## config.mk

```make
export PLATFORM = sky130hd
export DESIGN_NAME = tsense_reader
export DESIGN_NICKNAME = d
export VERILOG_FILES = /design/src/rtl/tsr_pkg.sv /design/src/rtl/tsr_spi_byte.sv /design/src/rtl/tsr_interval_timer.sv /design/src/rtl/tsr_sequencer.sv /design/src/rtl/tsense_reader.sv
export SDC_FILE = /design/constraint.sdc
export NUM_CORES = 1
export LEC_CHECK = 0
export ABC_CLOCK_PERIOD_IN_PS = 2590
export BUFFER_PORTS_ARGS = -buffer_cell sky130_fd_sc_hd__buf_2
export CELL_PAD_IN_SITES_DETAIL_PLACEMENT = 0
export CELL_PAD_IN_SITES_GLOBAL_PLACEMENT = 2
export CORE_MARGIN = 10
export CORE_UTILIZATION = 32
export DETAILED_ROUTE_END_ITERATION = 8
export PLACE_DENSITY_LB_ADDON = 0.2
export SLEW_MARGIN = 30
export SYNTH_ARGS = -nofsm -noshare
export SYNTH_HDL_FRONTEND = slang
export SYNTH_SLANG_ARGS = --single-unit
export TNS_END_PERCENT = 10
```

## constraint.sdc

```tcl
create_clock -name clk -period 2.59 [get_ports clk]
set_input_delay 0.777 -clock clk [delete_from_list [all_inputs] [get_ports clk]]
set_output_delay 0.777 -clock clk [all_outputs]
set_load 0.005 [all_outputs]
```

## src/rtl/tsr_pkg.sv

```systemverilog
package tsr_pkg;

   localparam int TEMP_W = 10;
   localparam int BYTE_W = 8;

   localparam logic [BYTE_W-1:0] CTRL_WR_ADDR = 8'h80;
   localparam logic [BYTE_W-1:0] ONESHOT_CMD  = 8'h11;
   localparam logic [BYTE_W-1:0] TEMP_HI_ADDR = 8'h02;
   localparam logic [BYTE_W-1:0] DUMMY_BYTE   = 8'h00;

   typedef enum logic [3:0] {
      ST_REST,
      ST_SETUP_W,
      ST_CMD_ADDR,
      ST_CMD_DATA,
      ST_CONV,
      ST_SETUP_R,
      ST_RD_ADDR,
      ST_RD_HI,
      ST_RD_LO
   } seq_state_t;

   function automatic logic ce_active(input seq_state_t s);
      return (s == ST_SETUP_W) || (s == ST_CMD_ADDR) || (s == ST_CMD_DATA) ||
             (s == ST_SETUP_R) || (s == ST_RD_ADDR)  || (s == ST_RD_HI)    ||
             (s == ST_RD_LO);
   endfunction

   function automatic int max_of3(input int a, input int b, input int c);
      int m;
      m = (a > b) ? a : b;
      return (m > c) ? m : c;
   endfunction

endpackage

```

## src/rtl/tsr_spi_byte.sv

```systemverilog
module tsr_spi_byte #(
   parameter int HALF_CLKS = 20,
   parameter int BYTE_W    = 8
) (
   input  logic              clk,
   input  logic              rst_n,
   input  logic              start,
   input  logic [BYTE_W-1:0] tx_byte,
   input  logic              miso,
   output logic              sclk,
   output logic              mosi,
   output logic              busy,
   output logic              done,
   output logic [BYTE_W-1:0] rx_byte
);

   localparam int BIT_W = $clog2(BYTE_W);

   logic              tick;
   logic [BIT_W-1:0]  bit_q;
   logic [BYTE_W-1:0] sh_q;

   generate
      if (HALF_CLKS == 1) begin : g_nodiv
         assign tick = busy;
      end else begin : g_div
         localparam int DIV_W = $clog2(HALF_CLKS);
         logic [DIV_W-1:0] div_q;
         always_ff @(posedge clk or negedge rst_n) begin
            if (!rst_n)              div_q <= '0;
            else if (!busy || tick)  div_q <= '0;
            else                     div_q <= div_q + 1'b1;
         end
         assign tick = busy && (div_q == DIV_W'(HALF_CLKS - 1));
      end
   endgenerate

   always_ff @(posedge clk or negedge rst_n) begin
      if (!rst_n) begin
         busy    <= 1'b0;
         sclk    <= 1'b0;
         done    <= 1'b0;
         bit_q   <= '0;
         sh_q    <= '0;
         rx_byte <= '0;
      end else begin
         done <= 1'b0;
         if (start && !busy) begin
            sh_q  <= tx_byte;
            busy  <= 1'b1;
            bit_q <= '0;
         end else if (tick) begin
            if (!sclk) begin
               sclk    <= 1'b1;
               rx_byte <= {rx_byte[BYTE_W-2:0], miso};
            end else begin
               sclk <= 1'b0;
               if (bit_q == BIT_W'(BYTE_W - 1)) begin
                  busy <= 1'b0;
                  done <= 1'b1;
               end else begin
                  bit_q <= bit_q + 1'b1;
                  sh_q  <= {sh_q[BYTE_W-2:0], 1'b0};
               end
            end
         end
      end
   end

   assign mosi = sh_q[BYTE_W-1];

   assert_start_when_idle_R2: assert property (@(posedge clk) disable iff (!rst_n)
      start |-> !busy);
   assert_sclk_low_idle_R2: assert property (@(posedge clk) disable iff (!rst_n)
      !busy |-> !sclk);

endmodule

```

## src/rtl/tsr_interval_timer.sv

```systemverilog
module tsr_interval_timer #(
   parameter int CNT_W = 8
) (
   input  logic             clk,
   input  logic             rst_n,
   input  logic             load,
   input  logic [CNT_W-1:0] load_val,
   output logic             expired
);

   logic [CNT_W-1:0] cnt_q;

   always_ff @(posedge clk or negedge rst_n) begin
      if (!rst_n)              cnt_q <= '0;
      else if (load)           cnt_q <= load_val;
      else if (cnt_q != '0)    cnt_q <= cnt_q - 1'b1;
   end

   assign expired = (cnt_q == '0);

   assert_reload_nonzero_R5: assert property (@(posedge clk) disable iff (!rst_n)
      (load && load_val != '0) |=> !expired);

endmodule

```

## src/rtl/tsr_sequencer.sv

```systemverilog
module tsr_sequencer
   import tsr_pkg::*;
#(
   parameter int CNT_W          = 8,
   parameter int GAP_CLKS       = 8,
   parameter int CONV_WAIT_CLKS = 100,
   parameter int IDLE_WAIT_CLKS = 100
) (
   input  logic              clk,
   input  logic              rst_n,
   input  logic              timer_expired,
   output logic              timer_load,
   output logic [CNT_W-1:0]  timer_val,
   input  logic              eng_busy,
   input  logic              eng_done,
   input  logic [BYTE_W-1:0] eng_rx,
   output logic              eng_start,
   output logic [BYTE_W-1:0] eng_tx,
   output logic              ce,
   output logic [TEMP_W-1:0] temp_q,
   output logic              temp_valid
);

   seq_state_t        state_q, state_d;
   logic              issued_q, issued_d;
   logic              byte_step;
   logic              take_hi, publish;
   logic [BYTE_W-1:0] hi_q;

   always_comb begin
      byte_step = 1'b1;
      eng_tx    = DUMMY_BYTE;
      unique case (state_q)
         ST_CMD_ADDR:        eng_tx = CTRL_WR_ADDR;
         ST_CMD_DATA:        eng_tx = ONESHOT_CMD;
         ST_RD_ADDR:         eng_tx = TEMP_HI_ADDR;
         ST_RD_HI, ST_RD_LO: eng_tx = DUMMY_BYTE;
         default:            byte_step = 1'b0;
      endcase
   end

   always_comb begin
      state_d    = state_q;
      issued_d   = issued_q;
      eng_start  = 1'b0;
      timer_load = 1'b0;
      timer_val  = '0;
      take_hi    = 1'b0;
      publish    = 1'b0;
      if (byte_step) begin
         if (!issued_q) begin
            eng_start = 1'b1;
            issued_d  = 1'b1;
         end else if (eng_done) begin
            issued_d = 1'b0;
            unique case (state_q)
               ST_CMD_ADDR: state_d = ST_CMD_DATA;
               ST_CMD_DATA: begin
                  state_d    = ST_CONV;
                  timer_load = 1'b1;
                  timer_val  = CNT_W'(CONV_WAIT_CLKS);
               end
               ST_RD_ADDR:  state_d = ST_RD_HI;
               ST_RD_HI: begin
                  state_d = ST_RD_LO;
                  take_hi = 1'b1;
               end
               default: begin
                  state_d    = ST_REST;
                  timer_load = 1'b1;
                  timer_val  = CNT_W'(IDLE_WAIT_CLKS);
                  publish    = 1'b1;
               end
            endcase
         end
      end else if (timer_expired) begin
         unique case (state_q)
            ST_REST: begin
               state_d    = ST_SETUP_W;
               timer_load = 1'b1;
               timer_val  = CNT_W'(GAP_CLKS);
            end
            ST_SETUP_W: state_d = ST_CMD_ADDR;
            ST_CONV: begin
               state_d    = ST_SETUP_R;
               timer_load = 1'b1;
               timer_val  = CNT_W'(GAP_CLKS);
            end
            default:    state_d = ST_RD_ADDR;
         endcase
      end
   end

   always_ff @(posedge clk or negedge rst_n) begin
      if (!rst_n) begin
         state_q    <= ST_REST;
         issued_q   <= 1'b0;
         hi_q       <= '0;
         temp_q     <= '0;
         temp_valid <= 1'b0;
      end else begin
         state_q    <= state_d;
         issued_q   <= issued_d;
         temp_valid <= publish;
         if (take_hi) hi_q   <= eng_rx;
         if (publish) temp_q <= {hi_q, eng_rx[BYTE_W-1:BYTE_W-2]};
      end
   end

   assign ce = ce_active(state_q);

   assert_ce_held_busy_R3: assert property (@(posedge clk) disable iff (!rst_n)
      eng_busy |-> ce);
   assert_conv_hold_R5: assert property (@(posedge clk) disable iff (!rst_n)
      (state_q == ST_CONV && !timer_expired) |=> (state_q == ST_CONV));
   assert_rest_hold_R9: assert property (@(posedge clk) disable iff (!rst_n)
      (state_q == ST_REST && !timer_expired) |=> (state_q == ST_REST));
   assert_valid_single_R8: assert property (@(posedge clk) disable iff (!rst_n)
      temp_valid |=> !temp_valid);
   assert_result_moves_on_valid_R8: assert property (@(posedge clk) disable iff (!rst_n)
      (temp_q != $past(temp_q)) |-> temp_valid);
   assert_valid_outside_window_R3: assert property (@(posedge clk) disable iff (!rst_n)
      temp_valid |-> !ce);

endmodule

```

## src/rtl/tsense_reader.sv

```systemverilog
module tsense_reader
   import tsr_pkg::*;
#(
   parameter int HALF_CLKS      = 20,
   parameter int GAP_CLKS       = 8,
   parameter int CONV_WAIT_CLKS = 50_000_000,
   parameter int IDLE_WAIT_CLKS = 50_000_000
) (
   input  logic              clk,
   input  logic              rst_n,
   input  logic              sens_miso,
   output logic              sens_sclk,
   output logic              sens_mosi,
   output logic              sens_ce,
   output logic [TEMP_W-1:0] temp_q,
   output logic              temp_valid
);

   localparam int MAX_WAIT = max_of3(GAP_CLKS, CONV_WAIT_CLKS, IDLE_WAIT_CLKS);
   localparam int CNT_W    = $clog2(MAX_WAIT + 1);

   initial begin
      assert (HALF_CLKS >= 1) else $error("HALF_CLKS must be at least 1");
      assert (GAP_CLKS >= 1) else $error("GAP_CLKS must be at least 1");
      assert (CONV_WAIT_CLKS >= GAP_CLKS) else $error("CONV_WAIT_CLKS below GAP_CLKS");
      assert (IDLE_WAIT_CLKS >= GAP_CLKS) else $error("IDLE_WAIT_CLKS below GAP_CLKS");
   end

   logic              t_load, t_expired;
   logic [CNT_W-1:0]  t_val;
   logic              e_start, e_busy, e_done;
   logic [BYTE_W-1:0] e_tx, e_rx;

   tsr_interval_timer #(.CNT_W(CNT_W)) u_timer (
      .clk      (clk),
      .rst_n    (rst_n),
      .load     (t_load),
      .load_val (t_val),
      .expired  (t_expired)
   );

   tsr_spi_byte #(.HALF_CLKS(HALF_CLKS), .BYTE_W(BYTE_W)) u_byte (
      .clk     (clk),
      .rst_n   (rst_n),
      .start   (e_start),
      .tx_byte (e_tx),
      .miso    (sens_miso),
      .sclk    (sens_sclk),
      .mosi    (sens_mosi),
      .busy    (e_busy),
      .done    (e_done),
      .rx_byte (e_rx)
   );

   tsr_sequencer #(
      .CNT_W          (CNT_W),
      .GAP_CLKS       (GAP_CLKS),
      .CONV_WAIT_CLKS (CONV_WAIT_CLKS),
      .IDLE_WAIT_CLKS (IDLE_WAIT_CLKS)
   ) u_seq (
      .clk           (clk),
      .rst_n         (rst_n),
      .timer_expired (t_expired),
      .timer_load    (t_load),
      .timer_val     (t_val),
      .eng_busy      (e_busy),
      .eng_done      (e_done),
      .eng_rx        (e_rx),
      .eng_start     (e_start),
      .eng_tx        (e_tx),
      .ce            (sens_ce),
      .temp_q        (temp_q),
      .temp_valid    (temp_valid)
   );

   assert_sclk_within_ce_R3: assert property (@(posedge clk) disable iff (!rst_n)
      sens_sclk |-> sens_ce);

endmodule

```

==> results.md <==
* Leak at 2.04 nW
* Skew final at 17.7 ps
* Final hold violations at 0
* Post-Syn Instances at 313
* ANT cells at 0
* Core ar. at 0.0105 mm2
* # port buffers at 16
* Critical path required time at 2840 ps
* DRT Wirelength at 7280 um
* Outcome: completed
* Routed len/inst at 15.1 um
* Vias in the first global route at 2476
* Peak supply drop at 0.000393 V
* Cts bufs inserted at 9
* Crit. End Element: register
* Postcts setup bufs at 0
* Drt first pass iters at 4
* Most common cell in the netlist: dfrtp_1
* Die Ht at 124 um
* Top cell type's share of synthesized area at 55.6%
* Final ANT Viol Nets at 0
* Slew HR at 44.1%
* Syn Nets at 320
* Avg Inst Size Synth at 11.1 um2
* Clk pin slew, worst setup/hold paths at 90 ps
* Crit path DAT at 2760 ps
* Cts hold-fix bufs at 0
* # H-tree levels at 3
* Slew @ Worst Pin at 839 ps
* Critical Path Start Type: register
* Placed cells at 465
* Min Tclk post-route at 2510 ps
* Share of post-route cells with drive strength above 1 at 24.6%
* Die Area at 0.0154 mm2
* Post-layout nets at 348
* Post-route cell area at 0.00398 mm2
* Area delta synth->final at 14.8%
* Crit Path Max Fanout at 4
* Max_cap viols at 0
* Synth area leader: dfrtp_1
* Site Rows at 37
* Setup violations, final at 0
* PD cells at 521 mW/mm2
* Yosys reg bits at 77
* Cell at the root of the clock tree: clkbuf_8
* Critical path class: register to register
* Hold WC Path Type: input pin to asynchronous set/reset pin
* Synth warn at 0
* CTS tree: done
* Pin count of the biggest net entering global routing at 46
* Clk Latency, worst-skew pair at 360 ps
* Largest cells by area after synthesis: dfrtp_1 56%, mux2_2 9.1%, a21oi_1 3.0%
* Final Wtd Congestion at 0.720
* Ys flop type: dfrtp_1
* Worst reg2reg path depth at 7
* Reg-to-Reg Start: u_timer.cnt_q[0]
* Leading post-synthesis cells by instance count: 77 x dfrtp_1, 28 x mux2_2, 23 x nor2_1, 21 x a21oi_1, 18 x nand2_1
* Placement Cell Area at 0.00379 mm2
* Initial antenna violation count at 0
* Fill cell count at 1053
* First-pass GRT wire length at 12700 um
* Area occupied by multi-input gates at 0.00148 mm2
* Die X at 124 um
* CTS Buffer Depth at 2
* GRT Util Overall at 10.4%
* RSZ-0062 raised after global routing: yes
* I/O pins at 17
* Initial drt markers at 209
* # DRC at 0
* Post-Syn Area at 0.00347 mm2
* Yosys cell types at 47
* CTS sink cnt at 77
* Post-layout instance count excluding filler cells at 482
* Capturing point of the worst reg2reg path: u_timer.cnt_q[24]
* Fin crit share at 97.0%
* Via density at 5.03
* Flop2flop setup slack at 80 ps
* Post-detail-place hpwl at 4840 um
* Register area at 0.00193 mm2
* EDFF count, synth at 0
* Fmax at 398 MHz
* Grt ovf at 0
* Max-slew violation count at 0
* Seq/Total Area, Yosys at 55.6%
* DR vias at 2424
* Initial Utilization at 33.1%
* Async SR Flop Fraction at 100%
stage by stage:
stage	worst slack [ps]	TNS, ps	hold WS (ps)	power (mW)	utilization, %
2_1_floorplan	12.1	0	433	1.23	-
3_3_place_gp	121	0	459	1.26	36.2
3_5_place_dp	73.2	0	460	1.26	36.2
4_1_cts	70.7	0	367	2.12	37.9
5_1_grt	-84.1	-142	387	2.18	38.1
6_report	76.9	0	366	2.08	38.1
per-layer routing:
layer / share of wire (%) / global-route usage, % / up-vias
li1: - / - / 1189
met1: 49 / 13.5 / 1203
met2: 46 / 16.0 / 24
met3: 2.9 / 3.21 / 8
met4: 1.4 / 3.74 / 0
met5: 0 / 0 / -
placed cells by master, fill, tap and decap left out, types with 2 or more instances in the layout:
cell type	netlist	layout
a21o_1	3	3
a21oi_1	21	21
a221o_1	2	2
a22o_1	6	6
a31oi_1	2	2
and2_1	2	2
and3_1	3	3
buf_2	1	16
buf_4	0	14
clkbuf_1	12	2
clkbuf_8	0	10
dfrtp_1	77	77
ha_1	4	4
inv_1	8	8
inv_6	0	2
mux2_2	28	28
nand2_1	18	18
nand2b_1	3	3
nand3_1	6	6
nand3b_1	2	2
nand4_1	2	2
nor2_1	23	23
nor2b_1	2	2
nor3_1	9	8
nor4_1	6	6
o21a_1	2	2
o21ai_0	15	15
o31ai_1	6	6
or2_2	6	6
or3_1	10	10
or4_1	7	7
or4_4	2	2
xnor2_1	4	4
xor2_1	5	5
power breakdown:
part,total [mW],switching (mW),internal (mW)
clock,0.843,0.462,0.381
sequential,1.20,0.00118,1.20
combinational,0.0296,0.0238,0.00577
cells by family (layout without fill, tap and decap cells):
logic type,count (synthesis),count (layout),synth area share [%]
AO/OA/AOI/OAI,65,65,12.0
XOR/XNOR,9,9,2.27
adder cells (fa/ha/maj),4,4,1.44
buffers and inverters,22,55,2.45
flip-flops,77,77,55.6
multiplexers,29,29,9.38
AND/OR/NAND/NOR,107,107,16.9
worst max-delay path, cell delays in order, from the launching register on:
cell and delay, ps:
dfrtp_1 410, inv_1 90, ha_1 180, or3b_2 460, or3_1 340, or3_1 360, or4_1 430, mux2i_1 140
sequential cells by signal (all words and copies together) (netlist names):
register            cells
u_timer.cnt_q          26
u_byte.bit_q            3
u_byte.done             1
u_seq.temp_valid        1
u_seq.hi_q              8
u_seq.temp_q           10
u_byte.rx_byte          8
u_byte.busy             1
u_byte.g_div.div_q      5
u_seq.state_q           4
u_seq.issued_q          1
u_byte.sh_q             8
u_byte.sclk             1
area by class of cell:
type | count | share of cell area, %
tap | 136 | 4.27
multi-input combinational | 214 | 37.0
clock buffer | 12 | 3.64
clock inverter | 4 | 0.754
inverter | 8 | 0.754
sequential | 77 | 48.4
timing repair buffer | 31 | 5.15
how the worst max path moves through the flow:
stage                           from                end  slack, ps  depth (start not counted)
floorplan           u_timer.cnt_q[0]   u_timer.cnt_q[0]         10                          9
global placement    u_timer.cnt_q[0]  u_timer.cnt_q[24]        120                          7
detailed placement  u_timer.cnt_q[0]  u_timer.cnt_q[24]         70                          7
CTS                 u_timer.cnt_q[0]  u_timer.cnt_q[24]         70                          7
global route        u_timer.cnt_q[0]  u_timer.cnt_q[24]        -80                          7
finish              u_timer.cnt_q[0]  u_timer.cnt_q[24]         80                          7
repair_timing:
action,in CTS,in global routing
endpoints found under the setup margin,0,12
hold endpoints to repair,0,0
resized for setup,0,3
Power figures use the tool's default switching activity.
